**config.mk**
```make
export PLATFORM = sky130hd
export DESIGN_NAME = spr_pixel_unit
export DESIGN_NICKNAME = d
export VERILOG_FILES = /design/src/rtl/spr_pkg.sv /design/src/rtl/spr_attr_cache.sv /design/src/rtl/spr_axis_ofs.sv /design/src/rtl/spr_locate.sv /design/src/rtl/spr_pix_out.sv /design/src/rtl/spr_pixel_unit.sv
export SDC_FILE = /design/constraint.sdc
export NUM_CORES = 1
export LEC_CHECK = 0
export BUFFER_PORTS_ARGS = -buffer_cell sky130_fd_sc_hd__buf_4
export CORE_MARGIN = 3
export CORE_UTILIZATION = 50
export DETAILED_ROUTE_END_ITERATION = 8
export GPL_TIMING_DRIVEN = 0
export HOLD_SLACK_MARGIN = 0.06
export PLACE_DENSITY = 0.77
export REMOVE_ABC_BUFFERS = 1
export SLEW_MARGIN = 30
export SYNTH_ARGS = -nofsm -noshare
export SYNTH_HDL_FRONTEND = slang
export SYNTH_HIERARCHICAL = 1
export SYNTH_SLANG_ARGS = --single-unit
export TNS_END_PERCENT = 1
```
**constraint.sdc**
```tcl
create_clock -name clk -period 5.35 [get_ports clk]
set_input_delay 1.07 -clock clk [delete_from_list [all_inputs] [get_ports clk]]
set_output_delay 1.07 -clock clk [all_outputs]
set_load 0.05 [all_outputs]
```
**src/rtl/spr_pkg.sv**
```systemverilog
package spr_pkg;
  parameter int XW  = 9;   // screen / field x width
  parameter int YW  = 9;   // screen / field y width
  parameter int TW  = 10;  // tile number width
  parameter int PW  = 3;   // palette number width
  parameter int CW  = 3;   // colour index width
  parameter int SZL = 4;   // log2 of sprite edge length

  localparam int AW = TW + 2 * SZL;  // pattern memory address width

  typedef struct packed {
    logic          mir_v;
    logic          mir_h;
    logic [PW-1:0] pal;
    logic [TW-1:0] tile;
    logic [YW-1:0] ypos;
    logic [XW-1:0] xpos;
  } spr_attr_t;

  localparam int ATTR_W = $bits(spr_attr_t);
endpackage

```
**src/rtl/spr_attr_cache.sv**
```systemverilog
module spr_attr_cache
  import spr_pkg::*;
(
  input  logic      clk,
  input  logic      rst,
  input  logic      vblank_i,
  input  logic      ld_en_i,
  input  spr_attr_t ld_attr_i,
  output spr_attr_t act_o
);
  spr_attr_t park_q;
  logic      park_vld_q;
  spr_attr_t act_q;

  // Parking register holds loads seen during active display.
  always_ff @(posedge clk) begin
    if (rst) begin
      park_q     <= '0;
      park_vld_q <= 1'b0;
    end else if (ld_en_i && !vblank_i) begin
      park_q     <= ld_attr_i;
      park_vld_q <= 1'b1;
    end else if (vblank_i) begin
      park_vld_q <= 1'b0;
    end
  end

  // Active copy only moves while blanking; a direct load wins over a parked one.
  always_ff @(posedge clk) begin
    if (rst) begin
      act_q <= '0;
    end else if (vblank_i) begin
      if (ld_en_i)         act_q <= ld_attr_i;
      else if (park_vld_q) act_q <= park_q;
    end
  end

  assign act_o = act_q;
endmodule

```
**src/rtl/spr_axis_ofs.sv**
```systemverilog
module spr_axis_ofs #(
  parameter int W   = 9,
  parameter int SZL = 4
) (
  input  logic [W-1:0]   scr_i,
  input  logic [W-1:0]   fld_i,
  input  logic           mir_i,
  output logic           in_o,
  output logic [SZL-1:0] ofs_o
);
  localparam int RW = W + 2;
  localparam logic [RW-1:0] BIAS = RW'((1 << SZL) - 1);

  logic [RW-1:0] rel;

  always_comb begin
    rel   = {2'b00, scr_i} + BIAS - {2'b00, fld_i};
    in_o  = (rel[RW-1:SZL] == '0);
    ofs_o = mir_i ? ~rel[SZL-1:0] : rel[SZL-1:0];
  end
endmodule

```
**src/rtl/spr_locate.sv**
```systemverilog
module spr_locate
  import spr_pkg::*;
(
  input  logic          clk,
  input  logic          rst,
  input  logic          px_en_i,
  input  logic [XW-1:0] px_x_i,
  input  logic [YW-1:0] px_y_i,
  input  spr_attr_t     attr_i,
  output logic [AW-1:0] tm_addr_o,
  output logic          tm_rd_en_o,
  output logic          s1_vld_o,
  output logic          s1_in_o,
  output logic [PW-1:0] s1_pal_o
);
  localparam int NAX = 2;

  logic [NAX-1:0] ax_in;
  logic [SZL-1:0] ax_ofs [NAX];

  genvar g;
  generate
    for (g = 0; g < NAX; g++) begin : g_axis
      if (g == 0) begin : g_col
        spr_axis_ofs #(.W(XW), .SZL(SZL)) i_ax (
          .scr_i(px_x_i), .fld_i(attr_i.xpos), .mir_i(attr_i.mir_h),
          .in_o(ax_in[g]), .ofs_o(ax_ofs[g]));
      end else begin : g_row
        spr_axis_ofs #(.W(YW), .SZL(SZL)) i_ax (
          .scr_i(px_y_i), .fld_i(attr_i.ypos), .mir_i(attr_i.mir_v),
          .in_o(ax_in[g]), .ofs_o(ax_ofs[g]));
      end
    end
  endgenerate

  always_ff @(posedge clk) begin
    if (rst) begin
      tm_addr_o  <= '0;
      tm_rd_en_o <= 1'b0;
      s1_vld_o   <= 1'b0;
      s1_in_o    <= 1'b0;
      s1_pal_o   <= '0;
    end else begin
      tm_addr_o  <= {attr_i.tile, ax_ofs[1], ax_ofs[0]};
      tm_rd_en_o <= px_en_i && (&ax_in);
      s1_vld_o   <= px_en_i;
      s1_in_o    <= &ax_in;
      s1_pal_o   <= attr_i.pal;
    end
  end
endmodule

```
**src/rtl/spr_pix_out.sv**
```systemverilog
module spr_pix_out
  import spr_pkg::*;
(
  input  logic          clk,
  input  logic          rst,
  input  logic          s1_vld_i,
  input  logic          s1_in_i,
  input  logic [PW-1:0] s1_pal_i,
  input  logic [CW-1:0] tm_data_i,
  output logic          px_vld_o,
  output logic          hit_o,
  output logic [CW-1:0] cidx_o,
  output logic [PW-1:0] pal_o
);
  logic          s2_vld_q;
  logic          s2_in_q;
  logic [PW-1:0] s2_pal_q;
  logic          opaque;

  always_ff @(posedge clk) begin
    if (rst) begin
      s2_vld_q <= 1'b0;
      s2_in_q  <= 1'b0;
      s2_pal_q <= '0;
    end else begin
      s2_vld_q <= s1_vld_i;
      s2_in_q  <= s1_vld_i && s1_in_i;
      s2_pal_q <= s1_pal_i;
    end
  end

  assign opaque = s2_in_q && (tm_data_i != '0);

  always_ff @(posedge clk) begin
    if (rst) begin
      px_vld_o <= 1'b0;
      hit_o    <= 1'b0;
      cidx_o   <= '0;
      pal_o    <= '0;
    end else begin
      px_vld_o <= s2_vld_q;
      hit_o    <= opaque;
      cidx_o   <= opaque ? tm_data_i : '0;
      pal_o    <= opaque ? s2_pal_q : '0;
    end
  end
endmodule

```
**src/rtl/spr_pixel_unit.sv**
```systemverilog
module spr_pixel_unit
  import spr_pkg::*;
(
  input  logic              clk,
  input  logic              rst,
  input  logic              px_en_i,
  input  logic [XW-1:0]     px_x_i,
  input  logic [YW-1:0]     px_y_i,
  input  logic              vblank_i,
  input  logic              ld_en_i,
  input  logic [ATTR_W-1:0] ld_attr_i,
  output logic [AW-1:0]     tm_addr_o,
  output logic              tm_rd_en_o,
  input  logic [CW-1:0]     tm_data_i,
  output logic              px_vld_o,
  output logic              hit_o,
  output logic [CW-1:0]     cidx_o,
  output logic [PW-1:0]     pal_o
);
  spr_attr_t     act_attr;
  logic          s1_vld;
  logic          s1_in;
  logic [PW-1:0] s1_pal;

  spr_attr_cache i_cache (
    .clk(clk), .rst(rst), .vblank_i(vblank_i), .ld_en_i(ld_en_i),
    .ld_attr_i(spr_attr_t'(ld_attr_i)), .act_o(act_attr));

  spr_locate i_loc (
    .clk(clk), .rst(rst), .px_en_i(px_en_i), .px_x_i(px_x_i), .px_y_i(px_y_i),
    .attr_i(act_attr), .tm_addr_o(tm_addr_o), .tm_rd_en_o(tm_rd_en_o),
    .s1_vld_o(s1_vld), .s1_in_o(s1_in), .s1_pal_o(s1_pal));

  spr_pix_out i_out (
    .clk(clk), .rst(rst), .s1_vld_i(s1_vld), .s1_in_i(s1_in), .s1_pal_i(s1_pal),
    .tm_data_i(tm_data_i), .px_vld_o(px_vld_o), .hit_o(hit_o),
    .cidx_o(cidx_o), .pal_o(pal_o));
endmodule


```
==> qor.tcl, run 1 <==
set qor(io_pins) 86
set qor(swShare) 0.298
set qor(area_growth_pct) 18.2
set qor(post-layout-total-power_w) 0.00165
set qor(clk_root_buf) {clkbuf_8}
set qor(final_antenna_net_count) 0
set qor(tightestPinTransition_ns) 0.786
set qor(setup_repair_after_global_routing_missed_its_margin) {false}
set qor(pin_count_of_the_biggest_net_entering_global_routing) 67
set qor(cells_after_synthesis) 500
set qor(ctsHtreeMaxLevel) 3
set qor(min_delay_worst_endpoint) {i_out/s2_pal_q[0]$_SDFF_PP0_}
set qor(r2r.worst_path.cells) 10
set qor(gp_congestion) 0.879
set qor(hpwl_after_dpl_mm) 7.08
set qor(cts_repair_resize_count) 0
set qor(grt.overflow.total) 0
set qor(synth_most_common_cell) {dfxtp_1}
set qor(powerDensity_nw_per_um2) 278
set qor(hold_depth) 1
set qor(hold-worst-slack_ns) 0.447
set qor(worst-path-max-fanout) 8
set qor(instances_no_fill) 706
set qor(worst_skew_pair.late_latency_ns) 0.37
set qor(first_iter_violations) 127
set qor(grt_pass1_wl_mm) 16.8
set qor(io_buffer_count) 85
set qor(final-setup-viol-count) 0
set qor(synth_enable_flop_cells) 0
set qor(firstDrtPassIters) 4
set qor(ys_top_cells_by_area) {dfxtp_1, o2bb2ai_2, ha_1, mux2i_1, nand2_1}
set qor(place.detailed.instances) 690
set qor(syn_area_um2) 5030
set qor(finalHoldViolCount) 0
set qor(power.net_switching_w) 0.000492
set qor(timing.rr.start) {i_cache/act_o[16]$_SDFFE_PP0P_}
set qor(drive_gt1_frac) 0.279
set qor(synth_warnings) 6
set qor(yosys_cell_types) 53
set qor(finalWorstPathRequiredPeriod_ns) 3.01
set qor(num_clock_sinks) 104
set qor(timing.hold.worst.start) {i_loc/s1_pal_o[0]$_SDFF_PP0_}
set qor(clock_path_buffers) 2
set qor(worst_clock_skew_ns) 0.0111
set qor(clock_transition_at_the_registers_of_the_reported_paths_ns) 0.10
set qor(cts_made_buffers) 9
set qor(grt_util_all_layers) 0.183
set qor(design.die.area_um2) 11300
set qor(initial_utilization) 0.529
set qor(dieWidth_um) 106
set qor(yosys.area.top_type_share) 0.414
set qor(regToRegEndpoint) {i_loc/tm_rd_en_o$_SDFF_PP0_}
set qor(critical_path_cell_list) {buf_4, ha_1, inv_1, fa_1, or4_1, a21oi_1, nor3_1, nor4_1, and3_1, and4b_1}
set qor(finalCritPeriodShare) 0.563
set qor(max_transition_margin) 0.476
set qor(power.share.sequential) 0.501
set qor(finish.net_count) 669
set qor(synth_async_sr_flop_share) 0
set qor(ys_seq_elements) 104
set qor(max_cap_viol_count) 0
set qor(rows) 35
set qor(vdd_ir_drop_max_v) 0.000183
set qor(first_global_vias) 3595
set qor(timing.final.max_slew_violations) 0
set qor(critical_path_start_type) {primary input}
set qor(cp.required_ns) 5.67
set qor(route.detailed.drc) 0
set qor(setup_tns_ns) 0
set qor(post_drt_via_cell_ratio) 5.21
set qor(arrival_ns) 3.33
set qor(synth.avg_cell_area_um2) 10.1
set qor(power.leakage_nw) 2.56
set qor(timing.critical_path.slowest_stage_cell) {or4_1}
set qor(worst-setup-path-type) {in -> reg}
set qor(post-synth-top-area-cell) {dfxtp_1}
set qor(timing.critical_path.slowest_cell_delay_ns) 0.53
set qor(p_int_w) 0.00116
set qor(fp.dieH_um) 106
set qor(worst-r2r-setup-slack_ns) 2.75
set qor(synth_flop_cell) {dfxtp_1}
set qor(critPathCaptureType) {flop}
set qor(clkPwrFrac) 0.280
set qor(cts_setup_buffers) 0
set qor(n_antenna_cell) 0
set qor(via_count) 3675
set qor(fmaxAchievable_mhz) 332
set qor(wl_per_cell_um) 14.3
set qor(synth_commonest_cells) {dfxtp_1, nand2_1, a21oi_1, inv_1, mux2i_1}
set qor(tritoncts) {yes}
set qor(antenna_found_initial) 0
set qor(hp-class) {reg -> reg}
set qor(outcome) {complete, no violations}
set qor(power.share.combinational) 0.219
set qor(holdBufCountCts) 0
set qor(synth.yosys.seq_area_share) 0.414
set qor(coreArea_um2) 9500
set qor(wl_mm) 10.1
==> cells by family after synthesis <==
logic type               synth area share
AO/OA/AOI/OAI                       0.178
XOR/XNOR                           0.0191
adder cells (fa/ha/maj)             0.100
buffers and inverters              0.0657
flip-flops                          0.414
multiplexers                       0.0739
AND/OR/NAND/NOR                     0.149
==> cells in the final DEF (no fill, tap or decap), types with 4 or more instances in the layout <==
cell / instances
o21ai_0: 6
and2b_1: 4
buf_4: 85
nand2_1: 70
and2_1: 4
dfxtp_1: 104
clkbuf_8: 10
nor2b_2: 14
xor2_1: 6
ha_1: 34
fa_1: 4
nor2_1: 4
a21oi_1: 40
mux2i_1: 36
xnor2_1: 5
o2bb2ai_2: 30
inv_1: 40
and3_1: 5
nor2b_1: 13
or4_1: 4
==> through the flow <==
step	setup WS (ns)	cell area, um^2	util
after CTS	2.37	5940	0.626
after detailed placement	1.97	5760	0.606
final	2.34	5940	0.626
after global placement	0.746	5650	0.595
after global routing	2.15	5940	0.626
after floorplan	2.02	4850	-
==> state kept, by name (all words and copies together) (netlist names) <==
signal,flops
i_cache/act_o,33
i_cache/park_q,33
i_loc/tm_addr_o,18
i_loc/s1_pal_o,3
i_out/cidx_o,3
i_out/pal_o,3
i_out/s2_pal_q,3
i_cache/park_vld_q,1
i_loc/s1_in_o,1
i_loc/s1_vld_o,1
i_loc/tm_rd_en_o,1
i_out/hit_o,1
i_out/px_vld_o,1
i_out/s2_in_q,1
i_out/s2_vld_q,1
==> final cells by class <==
type | instances | area (um^2)
clock buffers | 10 | 138
multi-input cells | 328 | 2640
well taps | 129 | 161
flip-flops and latches | 104 | 2080
repair buffers | 88 | 721
inverters | 41 | 154
fillers | 787 | 3560
clock inverters | 6 | 50.0
==> worst max path at each step <==
stage                     startpoint                        endpoint  slack, ns  depth (start not counted)
after floorplan              ld_en_i  i_cache/act_o[17]$_SDFFE_PP0P_       2.02                          3
after CTS                  px_y_i[7]     i_loc/tm_rd_en_o$_SDFF_PP0_       2.37                         10
after global placement       ld_en_i  i_cache/act_o[27]$_SDFFE_PP0P_       0.75                          4
final                      px_y_i[7]     i_loc/tm_rd_en_o$_SDFF_PP0_       2.34                         10
after detailed placement   px_y_i[7]     i_loc/tm_rd_en_o$_SDFF_PP0_       1.97                         10
after global routing       px_y_i[7]     i_loc/tm_rd_en_o$_SDFF_PP0_       2.15                         10
==> power groups by stage <==
stage	clock, W	sequential (W)	combinational (W)
2_1_floorplan	0	0.000880	0.000200
3_3_place_gp	0	0.000844	0.000339
3_5_place_dp	0	0.000845	0.000361
4_1_cts	0.000476	0.000828	0.000362
5_1_grt	0.000507	0.000832	0.000397
6_report	0.000462	0.000827	0.000361
==> critical path: cells and delay by family <==
kind	cells	cell delay (ns)
adders and majority gates	2	0.71
AOI/OAI and AO/OA	1	0.13
buffers and inverters	2	0.18
and+or+nand+nor	5	1.25
==> routing by layer <==
layer | up-vias | share of wire | track usage
met5 | - | 0 | 0
met4 | 0 | 0.015 | 0.0583
met3 | 18 | 0.066 | 0.0540
met2 | 96 | 0.46 | 0.300
met1 | 1706 | 0.46 | 0.231
li1 | 1855 | - | -
Note: power is estimated with default switching activity, not from simulation.
==> run 2: changes to the inputs <==
Clock period 5.35 ns to 2.8 ns, I/O delays scaled along.
==> run 2 against run 1 <==
First-iteration DRC count is 7.9% lower. Total power grew 91%. Setup slack got worse by 2.1 ns. Count of clock-buffer cells in the layout stayed put. Combinational power grew 91%. Final cell count stayed put. Die area did not move. Highest routed layer unchanged. Register-to-register slack got worse by 2.5 ns.
==> qor.tcl, run 2 (same netlist as run 1, synthesis figures left out) <==
set qor(drive_gt1_frac) 0.281 ;# was 0.279
set qor(hold-worst-slack_ns) 0.401 ;# was 0.447 ns
set qor(wl_mm) 10.1 ;# about the same
set qor(r2r.worst_path.cells) 11 ;# was 10
set qor(most_frequent_cells_in_the_layout) {dfxtp_1, buf_4, nand2_1} ;# unchanged
set qor(dieWidth_um) 106 ;# unchanged
set qor(holdBufCountCts) 0 ;# unchanged
set qor(swShare) 0.298 ;# about the same
set qor(p_int_w) 0.00221 ;# was 0.00116 W
set qor(timing.hold.worst.start) {px_en_i} ;# was i_loc/s1_pal_o[0]$_SDFF_PP0_
set qor(min_delay_worst_endpoint) {i_loc/s1_vld_o$_SDFF_PP0_} ;# was i_out/s2_pal_q[0]$_SDFF_PP0_
set qor(cts_made_buffers) 9 ;# unchanged
set qor(finalWorstPathRequiredPeriod_ns) 2.55
set qor(setup_repair_after_global_routing_missed_its_margin) {false} ;# unchanged
set qor(crit_buf_inv) 2 ;# unchanged
set qor(first_global_vias) 3595 ;# unchanged
set qor(coreArea_um2) 9500 ;# unchanged
set qor(powerDensity_nw_per_um2) 530 ;# was 278 nW/um^2
set qor(tightestPinTransition_ns) 0.783 ;# was 0.786 ns
set qor(timing.rr.start) {i_cache/act_o[10]$_SDFFE_PP0P_} ;# was i_cache/act_o[16]$_SDFFE_PP0P_
set qor(post_drt_via_cell_ratio) 5.23 ;# was 5.21
set qor(hold_depth) 2 ;# was 1
set qor(worst-path-stages) 11 ;# was 10
set qor(grt_util_all_layers) 0.183 ;# unchanged
set qor(final_antenna_net_count) 0 ;# unchanged
set qor(power.share.combinational) 0.219 ;# about the same
set qor(power.net_switching_w) 0.000939 ;# was 0.000492 W
set qor(tritoncts) {yes} ;# unchanged
set qor(vdd_ir_drop_max_v) 0.000351 ;# was 0.000183 V
set qor(grt.overflow.total) 0 ;# unchanged
set qor(num_clock_sinks) 104 ;# unchanged
set qor(gp_congestion) 0.879 ;# unchanged
set qor(n_antenna_cell) 0 ;# unchanged
set qor(design.die.area_um2) 11300 ;# unchanged
set qor(route.detailed.drc) 0 ;# unchanged
set qor(timing.final.max_slew_violations) 0 ;# unchanged
set qor(clock_transition_at_the_registers_of_the_reported_paths_ns) 0.10 ;# about the same
set qor(worst-setup-path-type) {reg -> reg} ;# was in -> reg
set qor(critical_path.top_delay_family) {simple AND/OR/NAND/NOR gates} ;# unchanged
set qor(setup_tns_ns) 0 ;# unchanged
set qor(outcome) {complete, no violations} ;# unchanged
set qor(power.leakage_nw) 2.56 ;# about the same
set qor(fmaxAchievable_mhz) 392
set qor(finalCritPeriodShare) 0.912
set qor(timing.critical_path.slowest_stage_cell) {fa_1} ;# was or4_1
set qor(cts_setup_buffers) 0 ;# unchanged
set qor(most_common_cell_after_layout_fill_and_taps_aside) {dfxtp_1} ;# unchanged
set qor(max_transition_margin) 0.478 ;# was 0.476
set qor(ctsHtreeMaxLevel) 3 ;# unchanged
set qor(grt_pass1_wl_mm) 16.8 ;# unchanged
set qor(power.share.sequential) 0.501 ;# about the same
set qor(firstDrtPassIters) 4 ;# unchanged
set qor(finish.net_count) 669 ;# unchanged
set qor(io_buffer_count) 85 ;# unchanged
set qor(io_pins) 86 ;# unchanged
set qor(finalHoldViolCount) 0 ;# unchanged
set qor(worst_skew_pair.late_latency_ns) 0.37 ;# about the same
set qor(max_cap_viol_count) 0 ;# unchanged
set qor(arrival_ns) 2.87 ;# was 3.33 ns
set qor(clock_path_buffers) 2 ;# unchanged
set qor(antenna_found_initial) 0 ;# unchanged
set qor(critical_path_start_type) {flop} ;# was primary input
set qor(fp.dieH_um) 106 ;# unchanged
set qor(clkPwrFrac) 0.280 ;# about the same
set qor(worst-r2r-setup-slack_ns) 0.25 ;# was 2.75 ns
set qor(hp-class) {in -> reg} ;# was reg -> reg
set qor(hpwl_after_dpl_mm) 7.08 ;# unchanged
set qor(instances_no_fill) 706 ;# unchanged
set qor(place.detailed.instances) 690 ;# unchanged
set qor(first_iter_violations) 117 ;# was 127
set qor(pin_count_of_the_biggest_net_entering_global_routing) 67 ;# unchanged
set qor(regToRegEndpoint) {i_loc/tm_rd_en_o$_SDFF_PP0_} ;# unchanged
set qor(critPathCaptureType) {flop} ;# unchanged
set qor(cp.required_ns) 3.12 ;# was 5.67 ns
set qor(rows) 35 ;# unchanged
set qor(wl_per_cell_um) 14.2 ;# was 14.3 um
set qor(via_count) 3690 ;# was 3,675
set qor(final-setup-viol-count) 0 ;# unchanged
set qor(initial_utilization) 0.529 ;# unchanged
set qor(worst-path-max-fanout) 3 ;# was 8
set qor(worst_clock_skew_ns) 0.0114 ;# was 0.0111 ns
set qor(timing.critical_path.slowest_cell_delay_ns) 0.39 ;# was 0.53 ns
set qor(area_growth_pct) 18.2 ;# about the same
set qor(critical_path_cell_list) {inv_1, ha_1, ha_1, inv_1, fa_1, nand2b_1, a21oi_1, nor4b_1, nor4_1, and3_1, and4b_1} ;# was buf_4, ha_1, inv_1, fa_1, or4_1, a21oi_1, nor3_1, nor4_1, and3_1, and4b_1
set qor(clk_root_buf) {clkbuf_8} ;# unchanged
==> run 2: how the worst max path moves through the flow <==
stage | from | end
detailed placement | px_y_i[7] | i_loc/tm_rd_en_o$_SDFF_PP0_
global route | i_cache/act_o[10]$_SDFFE_PP0P_ | i_loc/tm_rd_en_o$_SDFF_PP0_
finish | i_cache/act_o[10]$_SDFFE_PP0P_ | i_loc/tm_rd_en_o$_SDFF_PP0_
CTS | i_cache/act_o[16]$_SDFFE_PP0P_ | i_loc/tm_rd_en_o$_SDFF_PP0_
global placement | ld_en_i | i_cache/act_o[27]$_SDFFE_PP0P_
floorplan | ld_en_i | i_cache/act_o[17]$_SDFFE_PP0P_
==> run 2: power by group through the flow <==
| stage | combinational [W] | clock (W) | sequential [W] |
|---|---|---|---|
| after floorplan | 0.000383 | 0 | 0.00168 |
| after global placement | 0.000648 | 0 | 0.00161 |
| after detailed placement | 0.000690 | 0 | 0.00161 |
| after CTS | 0.000692 | 0.000910 | 0.00158 |
| after global routing | 0.000759 | 0.000968 | 0.00159 |
| final | 0.000691 | 0.000882 | 0.00158 |
==> run 2: metal layers <==
metal / up-vias / GRT usage / part of all wire
li1: 1855 / - / -
met1: 1717 / 0.231 / 0.45
met2: 98 / 0.300 / 0.46
met3: 20 / 0.0540 / 0.067
met4: 0 / 0.0583 / 0.017
met5: - / 0 / 0
==> run 2: what timing repair did <==
action,CTS,global route
setup endpoints to repair,0,2
hold endpoints to repair,0,0
resized for setup,0,1
==> run 2: area by class of cell <==
type                            instances  area (um^2)
Fill cell                             786         3560
Multi-Input combinational cell        328         2640
Sequential cell                       104         2080
Tap cell                              129          161
Clock buffer                           10          138
Inverter                               41          154
Timing Repair Buffer                   88          721
Clock inverter                          6         50.0
==> run 2: metrics by stage <==
step	utilization	cell area [um^2]	power (W)	setup slack (ns)
final	0.626	5950	0.00315	0.246
after global routing	0.626	5950	0.00332	0.00721
after CTS	0.626	5940	0.00318	0.207
after detailed placement	0.606	5760	0.00230	-0.0666
after global placement	0.595	5650	0.00226	-1.29
after floorplan	-	4850	0.00206	-0.0239
